**config.mk**
```make
export PLATFORM = sky130hd
export DESIGN_NAME = mul_interlock
export DESIGN_NICKNAME = d
export VERILOG_FILES = /design/src/rtl/mi_pkg.sv /design/src/rtl/mi_lat_track.sv /design/src/rtl/mi_src_cmp.sv /design/src/rtl/mi_stall_mux.sv /design/src/rtl/mul_interlock.sv
export SDC_FILE = /design/constraint.sdc
export NUM_CORES = 1
export LEC_CHECK = 0
export BUFFER_PORTS_ARGS = -buffer_cell sky130_fd_sc_hd__buf_2
export CAP_MARGIN = 10
export CORE_MARGIN = 5
export CORE_UTILIZATION = 47
export CTS_BUF_LIST = sky130_fd_sc_hd__clkbuf_8
export DETAILED_ROUTE_END_ITERATION = 16
export PLACE_DENSITY_LB_ADDON = 0.25
export SLEW_MARGIN = 20
export SYNTH_ARGS = -nofsm -noshare
export SYNTH_HDL_FRONTEND = slang
export SYNTH_SLANG_ARGS = --single-unit
```
**constraint.sdc**
```tcl
create_clock -name clk -period 1.98 [get_ports clk]
set_input_delay 0.198 -clock clk [delete_from_list [all_inputs] [get_ports clk]]
set_output_delay 0.198 -clock clk [all_outputs]
set_load 0.1 [all_outputs]
```
**src/rtl/mi_pkg.sv**
```systemverilog
package mi_pkg;
   // Width of a counter that holds values 0..max_val
   function automatic int cnt_width(input int max_val);
      return (max_val < 2) ? 1 : $clog2(max_val + 1);
   endfunction
endpackage

```
**src/rtl/mi_lat_track.sv**
```systemverilog
module mi_lat_track #(
   parameter int IDX_W    = 4,
   parameter int LAT_FULL = 4,
   parameter int LAT_MIN  = 1,
   parameter int CNT_W    = 3
) (
   input  logic             clk,
   input  logic             rst_n,
   input  logic             flush_i,
   input  logic             load_i,
   input  logic             early_i,
   input  logic [IDX_W-1:0] dst_i,
   input  logic             setf_i,
   output logic             pend_o,
   output logic [IDX_W-1:0] dst_o,
   output logic             setf_o
);
   localparam logic [CNT_W-1:0] CNT_FULL = CNT_W'(LAT_FULL);
   localparam logic [CNT_W-1:0] CNT_MIN  = CNT_W'(LAT_MIN);

   logic [CNT_W-1:0] rem_q;
   logic [IDX_W-1:0] dst_q;
   logic             setf_q;

   always_ff @(posedge clk or negedge rst_n) begin
      if (!rst_n) begin
         rem_q  <= '0;
         dst_q  <= '0;
         setf_q <= 1'b0;
      end else if (flush_i) begin
         rem_q  <= '0;
         setf_q <= 1'b0;
      end else if (load_i) begin
         rem_q  <= early_i ? CNT_MIN : CNT_FULL;
         dst_q  <= dst_i;
         setf_q <= setf_i;
      end else if (rem_q != '0) begin
         rem_q  <= rem_q - 1'b1;
      end
   end

   assign pend_o = (rem_q != '0);
   assign dst_o  = dst_q;
   assign setf_o = setf_q;

   AST_FLUSH_EMPTIES: assert property (@(posedge clk) disable iff (!rst_n)
      flush_i |=> !pend_o);
   AST_LOAD_FULL: assert property (@(posedge clk) disable iff (!rst_n)
      (load_i && !early_i && !flush_i) |=> (rem_q == CNT_FULL));
   AST_LOAD_EARLY: assert property (@(posedge clk) disable iff (!rst_n)
      (load_i && early_i && !flush_i) |=> (rem_q == CNT_MIN));
   AST_COUNT_DOWN: assert property (@(posedge clk) disable iff (!rst_n)
      (pend_o && !load_i && !flush_i) |=> (rem_q == $past(rem_q) - 1'b1));
   AST_NO_RELOAD_BUSY: assert property (@(posedge clk) disable iff (!rst_n)
      pend_o |-> !load_i);
endmodule

```
**src/rtl/mi_src_cmp.sv**
```systemverilog
module mi_src_cmp #(
   parameter int IDX_W   = 4,
   parameter int NUM_SRC = 3,
   parameter int PC_IDX  = 15
) (
   input  logic [NUM_SRC*IDX_W-1:0] src_i,
   input  logic [NUM_SRC-1:0]       en_i,
   input  logic [IDX_W-1:0]         dst_i,
   output logic                     hit_o
);
   localparam logic [IDX_W-1:0] PC_CODE = IDX_W'(PC_IDX);
   logic [NUM_SRC-1:0] slot_hit;

   for (genvar g = 0; g < NUM_SRC; g++) begin : g_slot
      logic [IDX_W-1:0] idx;
      assign idx = src_i[g*IDX_W +: IDX_W];
      assign slot_hit[g] = en_i[g] && (idx == dst_i) && (idx != PC_CODE);
   end

   assign hit_o = |slot_hit;
endmodule

```
**src/rtl/mi_stall_mux.sv**
```systemverilog
module mi_stall_mux #(
   parameter bit FLAG_BLOCK_ALL = 1'b1
) (
   input  logic clk,
   input  logic rst_n,
   input  logic valid_i,
   input  logic pend_i,
   input  logic setf_p_i,
   input  logic is_mul_i,
   input  logic flag_use_i,
   input  logic reg_hit_i,
   output logic stall_o
);
   logic flag_blk;

   if (FLAG_BLOCK_ALL) begin : g_flag_all
      assign flag_blk = setf_p_i;
   end else begin : g_flag_users
      assign flag_blk = setf_p_i && flag_use_i;
   end

   assign stall_o = valid_i && pend_i && (reg_hit_i || flag_blk || is_mul_i);

   AST_FLAG_READER_HELD: assert property (@(posedge clk) disable iff (!rst_n)
      (valid_i && pend_i && setf_p_i && flag_use_i) |-> stall_o);
endmodule

```
**src/rtl/mul_interlock.sv**
```systemverilog
module mul_interlock #(
   parameter int IDX_W          = 4,
   parameter int NUM_SRC        = 3,
   parameter int LAT_FULL       = 4,
   parameter int LAT_MIN        = 1,
   parameter int PC_IDX         = 15,
   parameter bit FLAG_BLOCK_ALL = 1'b1
) (
   input  logic                     clk,
   input  logic                     rst_n,
   input  logic                     flush_i,
   input  logic                     cand_valid_i,
   input  logic                     cand_is_mul_i,
   input  logic [IDX_W-1:0]         cand_dst_i,
   input  logic                     cand_setf_i,
   input  logic                     cand_early_i,
   input  logic [NUM_SRC*IDX_W-1:0] cand_src_i,
   input  logic [NUM_SRC-1:0]       cand_src_en_i,
   input  logic                     cand_flag_use_i,
   output logic                     stall_o
);
   import mi_pkg::*;
   localparam int CNT_W = cnt_width(LAT_FULL);

   if (LAT_MIN < 1 || LAT_MIN > LAT_FULL) begin : g_bad_lat
      $error("mul_interlock: LAT_MIN must lie in 1..LAT_FULL");
   end
   if (PC_IDX < 0 || PC_IDX >= (1 << IDX_W)) begin : g_bad_pc
      $error("mul_interlock: PC_IDX outside register index range");
   end
   if (NUM_SRC < 1) begin : g_bad_src
      $error("mul_interlock: NUM_SRC must be at least 1");
   end

   logic             pend;
   logic [IDX_W-1:0] p_dst;
   logic             p_setf;
   logic             reg_hit;
   logic             load;

   assign load = cand_valid_i && cand_is_mul_i && !stall_o;

   mi_lat_track #(
      .IDX_W(IDX_W), .LAT_FULL(LAT_FULL), .LAT_MIN(LAT_MIN), .CNT_W(CNT_W)
   ) u_track (
      .clk(clk), .rst_n(rst_n), .flush_i(flush_i), .load_i(load),
      .early_i(cand_early_i), .dst_i(cand_dst_i), .setf_i(cand_setf_i),
      .pend_o(pend), .dst_o(p_dst), .setf_o(p_setf)
   );

   mi_src_cmp #(
      .IDX_W(IDX_W), .NUM_SRC(NUM_SRC), .PC_IDX(PC_IDX)
   ) u_cmp (
      .src_i(cand_src_i), .en_i(cand_src_en_i), .dst_i(p_dst), .hit_o(reg_hit)
   );

   mi_stall_mux #(
      .FLAG_BLOCK_ALL(FLAG_BLOCK_ALL)
   ) u_mux (
      .clk(clk), .rst_n(rst_n), .valid_i(cand_valid_i), .pend_i(pend),
      .setf_p_i(p_setf), .is_mul_i(cand_is_mul_i), .flag_use_i(cand_flag_use_i),
      .reg_hit_i(reg_hit), .stall_o(stall_o)
   );

   AST_IDLE_NO_STALL: assert property (@(posedge clk) disable iff (!rst_n)
      !pend |-> !stall_o);
   AST_INVALID_NO_STALL: assert property (@(posedge clk) disable iff (!rst_n)
      !cand_valid_i |-> !stall_o);
   AST_MUL_WAITS: assert property (@(posedge clk) disable iff (!rst_n)
      (cand_valid_i && cand_is_mul_i && pend) |-> stall_o);
endmodule

```
==> impl.org, run 1 <==
** Floorplanning
- Die Y :: 46.0 um
- Number of standard-cell rows in the floorplan :: 13
- Top Ports :: 28
- The floorplan step set the die width to 46.0 um.
- DIE AREA :: ~2100 um^2
- Effective utilization at floorplan :: 48.1%
- Floorplan Core Area :: ~1300 um^2

** Logic synthesis
- Ranked by instance count, the synthesized netlist is headed by sky130_fd_sc_hd__xnor2_1 (10), sky130_fd_sc_hd__dfrtp_1 (8), sky130_fd_sc_hd__nor2_1 (6).
- Total standard cell area after synthesis :: between 600 and 700 um^2
- Synth Area per Inst :: between 10 and 15 um^2
- The synthesized design spends more area on one cell type than any other, namely sky130_fd_sc_hd__dfrtp_1.
- Most numerous cell in the Yosys netlist :: sky130_fd_sc_hd__xnor2_1
- In the synthesized netlist the async set-or-reset flop fraction comes to 100%.
- Number of distinct library cell variants in the gate-level netlist after synthesis :: 24
- Ranked by total cell area, the synthesized netlist is headed by sky130_fd_sc_hd__dfrtp_1 (33%), sky130_fd_sc_hd__xnor2_1 (14%), sky130_fd_sc_hd__mux2_1 (7.4%).
- Share of the synthesized area in the top cell type :: 32.8%
- Number of instances in the synthesized netlist :: 61
- Top_reg_cell synth :: sky130_fd_sc_hd__dfrtp_1
- Synthesis produced a netlist with a net count of 90.
- Post-synth EDFFs :: 0
- For this run, the register share of the synthesized area comes to between 30% and 40%.
- Count of synthesis-stage warnings from yosys :: 0
- In this run, synthesis produced a sequential element count of 8.

** Final layout
- Fraction of final layout cells with drive strength greater than 1 :: between 30% and 40%
- The number of antenna diodes in the final layout is 0.
- In the final design database the tool counted 119 nets.
- P&R area growth vs syn :: 30.9%
- The finished cells cover 800 um^2.

** Global routing
- First-pass GRT wire length :: around 1900 um
- Global-route usage over all layers :: 12.8%
- Via count of the first global-routing pass :: about 520
- Number of antenna violations at the first check in global routing :: 0
- After global routing the overflow that remains totals 0.
- Pin count of the biggest net entering global routing :: 9

** Worst setup path
- Worst setup path category :: reg2out
- Data on the critical path arrives at its endpoint at between 1500 and 2000 ps.
- Crit path launch type :: register
- Data required time at the worst endpoint :: around 1800 ps
- Along the worst path, the maximum fanout reaches 5.
- Worst Setup End Kind :: primary output

** CTS
- In this run the number of H-tree levels came out at 1.
- The tree is rooted in a sky130_fd_sc_hd__clkbuf_8.
- CTS tree :: built
- CTS Buf Count :: 3
- The clock reaches the later pin of the worst-skew pair after around 220 ps.
- Sink Count :: 8
- Post-CTS repair changed the size of 0 cells.
- Number of buffers on the longest clock path :: 2
- Number of buffers inserted by post-CTS setup repair :: 0
- Quantity of hold-fixing buffers added after cts :: 1
- Reg clk slew, reported paths :: around 40 ps

** Timing
- Final setup fails :: 0
- Based on the critical path, the design can be clocked at up to roughly 0.56 GHz.
- The number of pins with negative max-slew slack in the final report is 0.
- Worst clock skew on the final layout :: 0.857 ps
- Post-route clock period utilization :: between 90 and 100%
- Final hold analysis gives a worst-case slack of approximately 190 ps.
- Setup repair after global routing left no endpoint under its margin.
- TNS Setup :: 0 ps
- Min cycle time layout :: 1790 ps
- The number of hold violations in the final report was 0.
- Worst slew margin relative to its limit :: around four fifths
- Transition time at the pin with the least slew margin :: about 320 ps

** Place
- The HPWL after detailed placement is just over 1000 um.
- At the end of routability-driven placement, the weighted congestion stood at between 0.7 and 0.8.
- In this run the cell area measured after placement is approximately 750 um^2.
- Input and output buffers added on the ports amount to 26.

** Status
- The flow ran to the end, and the final reports show no timing, DRC or antenna violations.

** Drt
- In the routed design, unresolved DRC markers number 0.
- The count of nets left with antenna violations once routing finished came out at 0.
- Dividing the detail-routed wire length by the instance count gives approximately 11 um.
- The first detailed-routing pass took 2 iterations.
- Detail-routed via count per cell :: around 4.8
- Drt first-iter violations :: 3
- Vias :: between 400 and 500
- Wires add up to roughly 1100 um.

** Pwr
- Summed over all cells, the static leakage comes to just under 0.4 nW.
- Total power for the finished layout comes to just over 0.001 W.
- Dividing total power by cell area gives a power density of between 1000 and 1500 nW/um^2.
- IR analysis of the VDD net gives a maximum drop of around 0.00086 V.

** Flow run
- Across the run, the number of max-cap violations was 0.

** Worst hold path
- The worst hold path belongs to the class in2reg.
==> per-layer routing <==
layer | routed length (um) | track usage (%) | vias up | share of wire (%)
met1 | 487 | 14.7 | 216 | 43
li1 | - | - | 263 | -
met2 | 508 | 20.9 | 16 | 45
met5 | 0 | 0 | - | 0
met3 | 91 | 1.58 | 4 | 8.1
met4 | 36 | 10.2 | 0 | 3.2
==> final cells by class <==
| type | count | area [um^2] |
|---|---|---|
| Clock buffer | 3 | 41.3 |
| Fill cell | 115 | 469 |
| Inverter | 4 | 15.0 |
| Multi-Input combinational cell | 46 | 369 |
| Sequential cell | 8 | 200 |
| Tap cell | 15 | 18.8 |
| Timing Repair Buffer | 27 | 155 |
==> state kept, by name, indices dropped and copies added (netlist names) <==
signal	cells
u_track.setf_o	1
u_track.dst_o	4
u_track.rem_q	3
==> path summary, 6_finish.rpt <==
path	from	end	slack, ps	cells after the start
worst max-delay path	u_track.dst_o[1]	stall_o	190	5
worst min-delay path	cand_dst_i[1]	u_track.dst_o[1]	190	2
worst max register to register	u_track.rem_q[0]	u_track.dst_o[3]	400	6
worst min register to register	u_track.setf_o	u_track.setf_o	550	2
max in group asynchronous	rst_n	u_track.rem_q[0]	1480	2
min in group asynchronous	rst_n	u_track.dst_o[1]	340	2
==> cell usage in the layout, fill, tap and decap left out, types with 2 or more instances in the layout <==
cell type | Yosys | routed
sky130_fd_sc_hd__inv_1 | 4 | 4
sky130_fd_sc_hd__a21oi_1 | 4 | 4
sky130_fd_sc_hd__nor2_1 | 6 | 6
sky130_fd_sc_hd__clkbuf_8 | 0 | 3
sky130_fd_sc_hd__and2_1 | 2 | 2
sky130_fd_sc_hd__mux2i_1 | 2 | 2
sky130_fd_sc_hd__or2_2 | 2 | 2
sky130_fd_sc_hd__mux2_1 | 4 | 4
sky130_fd_sc_hd__ha_1 | 2 | 2
sky130_fd_sc_hd__nand4_1 | 3 | 3
sky130_fd_sc_hd__buf_2 | 0 | 25
sky130_fd_sc_hd__dfrtp_1 | 8 | 8
sky130_fd_sc_hd__xnor2_1 | 10 | 10
==> logic make-up after synthesis <==
kind of cell,Yosys count,share of synthesized area [%]
AO/OA/AOI/OAI,8,8.81
XOR/XNOR,10,14.3
adder cells (fa/ha/maj),2,4.10
buffers and inverters,7,6.76
flip-flops,8,32.8
multiplexers,6,10.7
AND/OR/NAND/NOR,20,22.5
==> through the flow <==
stage | utilization (%) | setup slack [ps] | cells
after detailed placement | 59.0 | 395 | 99
after CTS | 63.0 | 173 | 103
after floorplan | - | 69.6 | 61
final | 63.0 | 191 | 103
after global routing | 63.0 | 63.2 | 103
after global placement | 59.0 | 405 | 99
==> critical path, cell delays in order, from the launching register on <==
cell and delay (ps):
sky130_fd_sc_hd__dfrtp_1 450, sky130_fd_sc_hd__nand3_2 130, sky130_fd_sc_hd__a21oi_1 140, sky130_fd_sc_hd__o22ai_1 90
sky130_fd_sc_hd__o311a_1 390, sky130_fd_sc_hd__buf_12 180
==> where the power goes <==
group | switching, W | internal (W) | leakage (nW)
registers | 0.000101 | 0.000233 | 0.101
clock network | 0.0000542 | 0.000131 | 0.0216
logic | 0.000238 | 0.000275 | 0.263
No activity file was read; power rests on OpenSTA's default activity.
==> run 2, diff against run 1 <==
ABC_AREA = 1   (was default)
CORE_UTILIZATION = 35   (was 47)
==> run 2 against run 1 <==
Compared with the run above: setup slack lost 20 ps; sequential power is 11% lower; register-to-register slack improved by 210 ps; die area rose by 35%; combinational power down 3%; flip-flop and latch count unchanged; clock skew is 0.58 ps higher; synthesized cell count rose by 80%; core utilization decreased by 13 points; area after synthesis is 8.8% higher.
==> impl.org, run 2 <==
** Logic synthesis
- Share of the synthesized area in the top cell type :: 30.5% (was 32.8%)
- Number of register bits inferred by synthesis :: 8 (unchanged)
- Post-synth EDFFs :: 0 (unchanged)
- The cell taking the most area after synthesis is sky130_fd_sc_hd__nand2_1 (was sky130_fd_sc_hd__dfrtp_1).
- Most instantiated cells after synthesis :: sky130_fd_sc_hd__nand2_1 (54), sky130_fd_sc_hd__inv_1 (14), sky130_fd_sc_hd__dfrtp_1 (8), sky130_fd_sc_hd__nor2_1 (8), sky130_fd_sc_hd__o21ai_0 (6) (was sky130_fd_sc_hd__xnor2_1 (10), sky130_fd_sc_hd__dfrtp_1 (8), sky130_fd_sc_hd__nor2_1 (6))
- Largest cells by area after synthesis: sky130_fd_sc_hd__nand2_1 (31%), sky130_fd_sc_hd__dfrtp_1 (30%), sky130_fd_sc_hd__inv_1 (7.9%) (was sky130_fd_sc_hd__dfrtp_1 (33%), sky130_fd_sc_hd__xnor2_1 (14%), sky130_fd_sc_hd__mux2_1 (7.4%)).
- Top_reg_cell synth :: sky130_fd_sc_hd__dfrtp_1 (unchanged)
- The Yosys warning count is 0 (unchanged).
- The post-synthesis average cell area came to 6.04 um^2 (was 10.0 um^2).
- Most numerous cell in the Yosys netlist :: sky130_fd_sc_hd__nand2_1 (was sky130_fd_sc_hd__xnor2_1)
- The net count of the mapped netlist was 139 (was 90).
- Total standard cell area after synthesis :: 664 um^2 (was 611 um^2)
- The fraction of registers with async set/reset is 100% (unchanged).
- Number of instances in the synthesized netlist :: 110 (was 61)
- The distinct cell type count of the synthesized netlist was 16 (was 24).
- The sequential area share after synthesis came to 30.1% (was 32.8%).

** Floorplanning
- Die Y :: 53.6 um (was 46.0 um)
- The die area was 2870 um^2 (was 2120 um^2).
- Effective utilization at floorplan :: 37.7% (was 48.1%)
- Number of standard-cell rows in the floorplan :: 15 (was 13)
- The horizontal die dimension came to 53.6 um (was 46.0 um).
- Top Ports :: 28 (unchanged)
- The total core area was 1760 um^2 (was 1270 um^2).

** Global routing
- First-pass GRT wire length :: 2530 um (was 1940 um)
- Pin count of the biggest net entering global routing :: 10 (was 9)
- Global-route usage over all layers :: 12.4% (was 12.8%)
- The number of antenna violations at the first check in global routing was 0 (unchanged).
- Via count of the first global-routing pass :: 659 (was 523)
- The overflow left after global routing came to 0 (unchanged).

** Timing
- Final count of pins violating max slew :: 0 (unchanged)
- Transition time at the pin with the least slew margin :: 486 ps (was 325 ps)
- TNS Setup :: 0 ps (unchanged)
- The final worst slack came to 171 ps (was 191 ps).
- Min cycle time layout :: 1810 ps (was 1790 ps)
- Unrepaired setup endpoints after global routing: no (unchanged).
- Post-route clock period utilization :: 91.4% (was 90.4%)
- Fin. Hold Viols :: 0 (unchanged)
- The clock skew after layout was 1.43 ps (was 0.857 ps).
- The maximum achievable frequency was 0.553 GHz (was 0.559 GHz).
- Final setup fails :: 0 (unchanged)
- Worst slew margin relative to its limit :: 67.8% (was 78.3%)
- Worst hold slack after final layout :: 165 ps (was 193 ps)

** Final layout
- Fraction of final layout cells with drive strength greater than 1 :: 28.6% (was 39.8%)
- The register area came to 200 um^2 (unchanged).
- Fillers :: 203 (was 115)
- Diodes inserted :: 0 (unchanged)
- The total area of multi-input combinational cells came to 395 um^2 (was 369 um^2).
- Number of flip-flops in the largest register :: 4 (unchanged)
- Most common cell after layout, fill and taps aside :: sky130_fd_sc_hd__nand2_1 (was sky130_fd_sc_hd__buf_2)
- Most frequent cells in the layout: sky130_fd_sc_hd__nand2_1 (54), sky130_fd_sc_hd__buf_2 (26), sky130_fd_sc_hd__inv_1 (14), sky130_fd_sc_hd__dfrtp_1 (8), sky130_fd_sc_hd__nor2_1 (7) (was sky130_fd_sc_hd__buf_2 (25), sky130_fd_sc_hd__xnor2_1 (10), sky130_fd_sc_hd__dfrtp_1 (8), sky130_fd_sc_hd__nor2_1 (6)).
- The number of nets in the layout is 171 (was 119).
- P&R area growth vs syn :: 32.4% (was 30.9%)

** CTS
- Source-to-sink clock delay at the later pin of the worst-skew pair :: 230 ps (was 220 ps)
- CTS Buf Count :: 3 (unchanged)
- Maximum level of the CTS H-tree :: 1 (unchanged)
- The clock net sink count was 8 (unchanged).
- Reg clk slew, reported paths :: 40 ps (about the same)
- The TritonCTS clock tree is built (unchanged).
- The number of cells upsized or downsized after cts came to 0 (unchanged).
- Number of buffers on the longest clock path :: 2 (unchanged)
- The root buffer cell is sky130_fd_sc_hd__clkbuf_8 (unchanged).

** Drt
- Post-detailed-route count of antenna-violating nets :: 0 (unchanged)
- The average wire per standard cell came to 9.14 um (was 10.9 um).
- Total Routed Length :: 1510 um (was 1120 um)
- Detail-routed via count per cell :: 4.25 (was 4.84)
- Vias :: 701 (was 499)
- Detailed-router iteration count before antenna repair :: 2 (unchanged)
- Drt first-iter violations :: 3 (unchanged)
- DRC :: 0 (unchanged)

** Worst setup path
- Crit path arrival time :: 1610 ps (was 1590 ps)
- Most Frequent Cell on Critical Path :: sky130_fd_sc_hd__nand2_1
- Cells along the critical path: inv_2, nand2_1, nand2_1, nor2_1, nand3_1, nand2_1, nor2_1, nor2_2, buf_2 (was nand3_2, a21oi_1, o22ai_1, o311a_1, buf_12).
- The critical path capture point type is a primary output (unchanged).
- Data required time at the worst endpoint :: 1780 ps (about the same)
- The critical path's largest stage delay was 420 ps (was 450 ps).
- Crit path launch type :: register (unchanged)
- The critical-path maximum fanout came to 5 (unchanged).
- The worst-path cell with the longest stage delay is sky130_fd_sc_hd__dfrtp_1 (unchanged).
- Worst setup path category :: reg2out (unchanged)

** Place
- The weighted congestion reported at the end of routability-driven placement was 0.837 (was 0.751).
- The estimated wirelength of the detail-placed design was 1280 um (was 1010 um).
- IO Port Bufs :: 26 (unchanged)
- Worst slack after detailed placement :: 402 ps (was 395 ps)

** Pwr
- The combinational power share is 50.5% (was 49.7%).
- The switching share of power is 45.1% (was 38.1%).
- The switching power total was 0.000446 W (was 0.000393 W).
- The peak ir drop on the vdd network came to 0.000678 V (was 0.000860 V).
- The power per cell area is 1130 nW/um^2 (was 1290 nW/um^2).
- Clock share of power :: 19.5% (was 17.9%)
- Leakage :: 0.532 nW (was 0.386 nW)
- The share of power burned in registers came to 30.1% (was 32.4%).
- The internal power of the cells was 0.000543 W (was 0.000639 W).

** Flow run
- Maximum capacitance violations :: 0 (unchanged)

** Worst hold path
- The class of the worst hold path is in2reg (unchanged).

** Status
- Result of the run: complete, no violations (unchanged).
==> run 2: power by group through the flow <==
stage          combinational (W)  clock, W  sequential (W)
3_5_place_dp            0.000502         0        0.000301
5_1_grt                 0.000583  0.000208        0.000310
4_1_cts                 0.000507  0.000199        0.000298
2_1_floorplan           0.000396         0        0.000286
6_report                0.000500  0.000193        0.000297
3_3_place_gp            0.000494         0        0.000301
==> run 2: critical path, delay by kind of cell, from the launching register on <==
| kind | cells | cell delay (ps) |
|---|---|---|
| simple gates | 7 | 460 |
| buf+inv | 2 | 500 |
| flops | 1 | 420 |
==> run 2: per-stage QoR <==
step | area (um^2) | total power, W | util, % | cells
global route | 880 | 0.00110 | 49.9 | 165
floorplan | 667 | 0.000683 | - | 110
global placement | 828 | 0.000795 | 47.0 | 161
CTS | 880 | 0.00100 | 49.9 | 165
detailed placement | 828 | 0.000803 | 47.0 | 161
finish | 880 | 0.000990 | 49.9 | 165
==> run 2: kinds of logic after synthesis <==
kind of cell             share of synthesized area (%)
AO/OA/AOI/OAI                                     5.84
XOR/XNOR                                          1.32
adder cells (fa/ha/maj)                           3.77
buffers and inverters                             10.7
flip-flops                                        30.1
AND/OR/NAND/NOR                                   48.2
==> run 2: area by class of cell <==
cell class / count / share of cell area (%)
clock buffer: 3 / 4.69
inverter: 19 / 8.11
multi-input combinational: 83 / 45.0
sequential: 8 / 22.8
tap: 25 / 3.56
timing repair buffer: 27 / 15.9
==> run 2: final timing paths <==
path,end,from,cells after the start,slack [ps]
hold reg to reg,u_track.setf_o,u_track.setf_o,2,500
setup / recovery,stall_o,u_track.dst_o[0],9,170
max in group asynchronous,u_track.dst_o[1],rst_n,2,1480
hold / removal,u_track.setf_o,cand_setf_i,3,160
min in group asynchronous,u_track.rem_q[0],rst_n,2,330
setup reg to reg,u_track.rem_q[0],u_track.rem_q[0],7,610
==> run 2: repair_timing <==
| action | 4_1_cts | 5_1_grt |
|---|---|---|
| buffers inserted | 0 | 0 |
| hold buffers | 1 | 0 |
| hold endpoints to repair | 8 | 0 |
==> run 2: metal layers <==
metal  wire (um)  part of all wire, %  up-vias  GRT usage [%]
li1            -                    -      393              -
met1         671                   44      288           14.2
met2         698                   46       16           20.4
met3         114                  7.6        4           4.99
met4          23                  1.5        0           5.11
met5           0                    0        -              0
==> run 3, diff against run 2 <==
BUFFER_PORTS_ARGS = -buffer_cell sky130_fd_sc_hd__buf_4   (was -buffer_cell sky130_fd_sc_hd__buf_2)
==> run 3 against run 2 <==
Compared with the run above: core utilization grew 3.7 points; clock power is essentially flat; flip-flop and latch count is the same; critical endpoint unchanged.
==> impl.org, run 3 (synthesis results as in run 2) <==
** Worst setup path
- The startpoint type of the worst setup path is a register (unchanged).
- The critical-path maximum fanout was 5 (unchanged).
- The worst reg2reg path depth is 7 (unchanged).
- The register-to-register setup slack is 610 ps (about the same).
- Beginning of the worst register-to-register path :: u_track.rem_q[0] (unchanged)
- The capturing point of the worst reg2reg path is u_track.rem_q[0] (unchanged).
- The type of the worst setup path is reg2out (unchanged).
- Worst Setup End Kind :: primary output (unchanged)
- The worst path arrival time was 1490 ps (was 1610 ps).
- The required time at the endpoint of the critical path was 1780 ps (about the same).

** Worst hold path
- Hold Path Origin :: cand_setf_i (unchanged)
- The class of the worst hold path was in2reg (unchanged).
- The worst-case hold path end point is u_track.setf_o (unchanged).
- The worst hold path depth came to 3 (unchanged).

** CTS
- Sink Count :: 8 (unchanged)
- CTS Buf Count :: 3 (unchanged)
- The number of cells upsized or downsized after cts came to 0 (unchanged).
- The number of buffers inserted by post-CTS setup repair came to 0 (unchanged).
- The maximum root-to-sink buffer count was 2 (unchanged).
- The clock input transition at the sequential cells of the worst setup and hold paths was 40 ps (about the same).
- Source-to-sink clock delay at the later pin of the worst-skew pair :: 220 ps (was 230 ps)
- CTS tree :: built (unchanged)
- Maximum level of the CTS H-tree :: 1 (unchanged)
- The hold-fix buffer count after cts was 1 (unchanged).
- The root buffer cell is sky130_fd_sc_hd__clkbuf_8 (unchanged).

** Final layout
- Final cell utilization of the core :: 53.5% (was 49.9%)
- Most common cell after layout, fill and taps aside :: sky130_fd_sc_hd__nand2_1 (unchanged)
- The layout overhead on the synthesized area was 42.2% (was 32.4%).
- The layout cell share with drive strength beyond 1 was 28.6% (unchanged).
- The number of flip-flops under the largest register name came to 4 (unchanged).
- Most frequent cells in the layout :: sky130_fd_sc_hd__nand2_1 (54), sky130_fd_sc_hd__buf_4 (26), sky130_fd_sc_hd__inv_1 (14), sky130_fd_sc_hd__dfrtp_1 (8), sky130_fd_sc_hd__nor2_1 (7) (was sky130_fd_sc_hd__nand2_1 (54), sky130_fd_sc_hd__buf_2 (26), sky130_fd_sc_hd__inv_1 (14), sky130_fd_sc_hd__dfrtp_1 (8), sky130_fd_sc_hd__nor2_1 (7))
- Diodes inserted :: 0 (unchanged)
- Post-layout net count :: 171 (unchanged)

** Drt
- Post-DR wirelength/cell :: 9.28 um (was 9.14 um)
- The iteration-0 DRC count of the detailed router came to 13 (was 3).
- Post-detailed-route count of antenna-violating nets :: 0 (unchanged)
- Detail-routed via count per cell :: 4.34 (was 4.25)
- The post-detailed-route DRC marker count came to 0 (unchanged).
- Total Routed Length :: 1530 um (was 1510 um)
- The number of vias in the routed layout came to 716 (was 701).
- Detailed-router iteration count before antenna repair :: 4 (was 2)

** Place
- IO Port Bufs :: 26 (unchanged)
- The estimated wirelength of the detail-placed design is 1280 um (about the same).
- Placer's final routability congestion estimate :: 0.814 (was 0.837)

** Global routing
- The overall track demand over capacity in global routing was 12.6% (was 12.4%).
- The number of antenna violations at the first check in global routing is 0 (unchanged).
- The via count of the first global-routing pass was 666 (was 659).
- The global-route wire length before repair was 2590 um (was 2530 um).
- The overflow left after global routing came to 0 (unchanged).
- Pin count of the biggest net entering global routing :: 10 (unchanged)

** Timing
- Unrepaired setup endpoints after global routing :: no (unchanged)
- The final worst-path cycle share came to 85.4% (was 91.4%).
- The relative max-transition margin is 81.5% (was 67.8%).
- Final count of pins violating max slew :: 0 (unchanged)
- The transition time at the pin with the least slew margin came to 280 ps (was 486 ps).
- Worst clock skew on the final layout :: 0.501 ps (was 1.43 ps)
- The clock period minus worst slack was 1690 ps (was 1810 ps).
- The count of final setup violators was 0 (unchanged).
- Fin. Hold Viols :: 0 (unchanged)
- TNS Setup :: 0 ps (unchanged)
- The maximum achievable frequency came to 0.591 GHz (was 0.553 GHz).

** Pwr
- Power Dens Cells :: 1060 nW/um^2 (was 1130 nW/um^2)
- IR drop worst, VDD :: 0.000605 V (was 0.000678 V)
- The leakage power of the design came to 0.554 nW (was 0.532 nW).

** Floorplanning
- The die boundary height came to 53.6 um (unchanged).
- DIE AREA :: 2870 um^2 (unchanged)
- The total core area came to 1760 um^2 (unchanged).
- Chip Width :: 53.6 um (unchanged)
- The number of top-level pins is 28 (unchanged).
- The initial standard-cell utilization of the core came to 37.7% (unchanged).
- The number of standard-cell rows in the floorplan came to 15 (unchanged).

** Status
- Result of the run :: complete, no violations (unchanged)

** Flow run
- The number of maximum-capacitance violations came to 0 (unchanged).
run 3: cell count changes in the layout (fill, tap and decap cells not counted):
cell                    previous run  this run
sky130_fd_sc_hd__buf_2            26         0
sky130_fd_sc_hd__buf_4             0        26
run 3: cell type report:
class / instances / area, um^2
fillers: 190 / 820
multi-input cells: 83 / 395
repair buffers: 27 / 205
flip-flops and latches: 8 / 200
inverters: 19 / 71.3
clock buffers: 3 / 41.3
well taps: 25 / 31.3
run 3: worst max-delay path, cell delays in order (launching register included):
cell and delay (ps):
sky130_fd_sc_hd__dfrtp_1 420, sky130_fd_sc_hd__inv_2 90, sky130_fd_sc_hd__nand2_1 70, sky130_fd_sc_hd__nand2_1 50, sky130_fd_sc_hd__nor2_1 100, sky130_fd_sc_hd__nand3_1 80
sky130_fd_sc_hd__nand2_1 70, sky130_fd_sc_hd__nor2_1 50, sky130_fd_sc_hd__nor2_2 60, sky130_fd_sc_hd__buf_4 290
run 3: power breakdown:
| part | internal [W] | total, W | switching [W] |
|---|---|---|---|
| sequential | 0.000232 | 0.000300 | 0.0000684 |
| combinational | 0.000197 | 0.000515 | 0.000318 |
| clock | 0.000131 | 0.000190 | 0.0000585 |
| total | 0.000560 | 0.00101 | 0.000445 |
run 3: metal layers:
| metal | GRT usage (%) | wire length (um) | vias up |
|---|---|---|---|
| met5 | 0 | 0 | - |
| met4 | 5.11 | 23 | 0 |
| met3 | 4.43 | 111 | 5 |
| met2 | 19.4 | 675 | 18 |
| met1 | 16.1 | 720 | 301 |
| li1 | - | - | 392 |
run 3: how the worst max path moves through the flow:
stage,cells past startpoint,slack [ps],start,end
global placement,9,530,u_track.dst_o[0],stall_o
CTS,9,260,u_track.dst_o[0],stall_o
floorplan,7,220,u_track.dst_o[1],stall_o
finish,9,290,u_track.dst_o[0],stall_o
global route,9,140,u_track.dst_o[0],stall_o
detailed placement,9,510,u_track.dst_o[0],stall_o
run 3: metrics by stage:
step | instance area (um^2) | worst slack (ps) | hold WS, ps | std cells | total power [W]
after floorplan | 667 | 216 | -97.6 | 110 | 0.000683
after global placement | 893 | 532 | 18.7 | 161 | 0.000813
after detailed placement | 893 | 506 | 17.9 | 161 | 0.000822
after CTS | 945 | 262 | 166 | 165 | 0.00102
after global routing | 945 | 136 | 172 | 165 | 0.00112
final | 945 | 289 | 166 | 165 | 0.00101
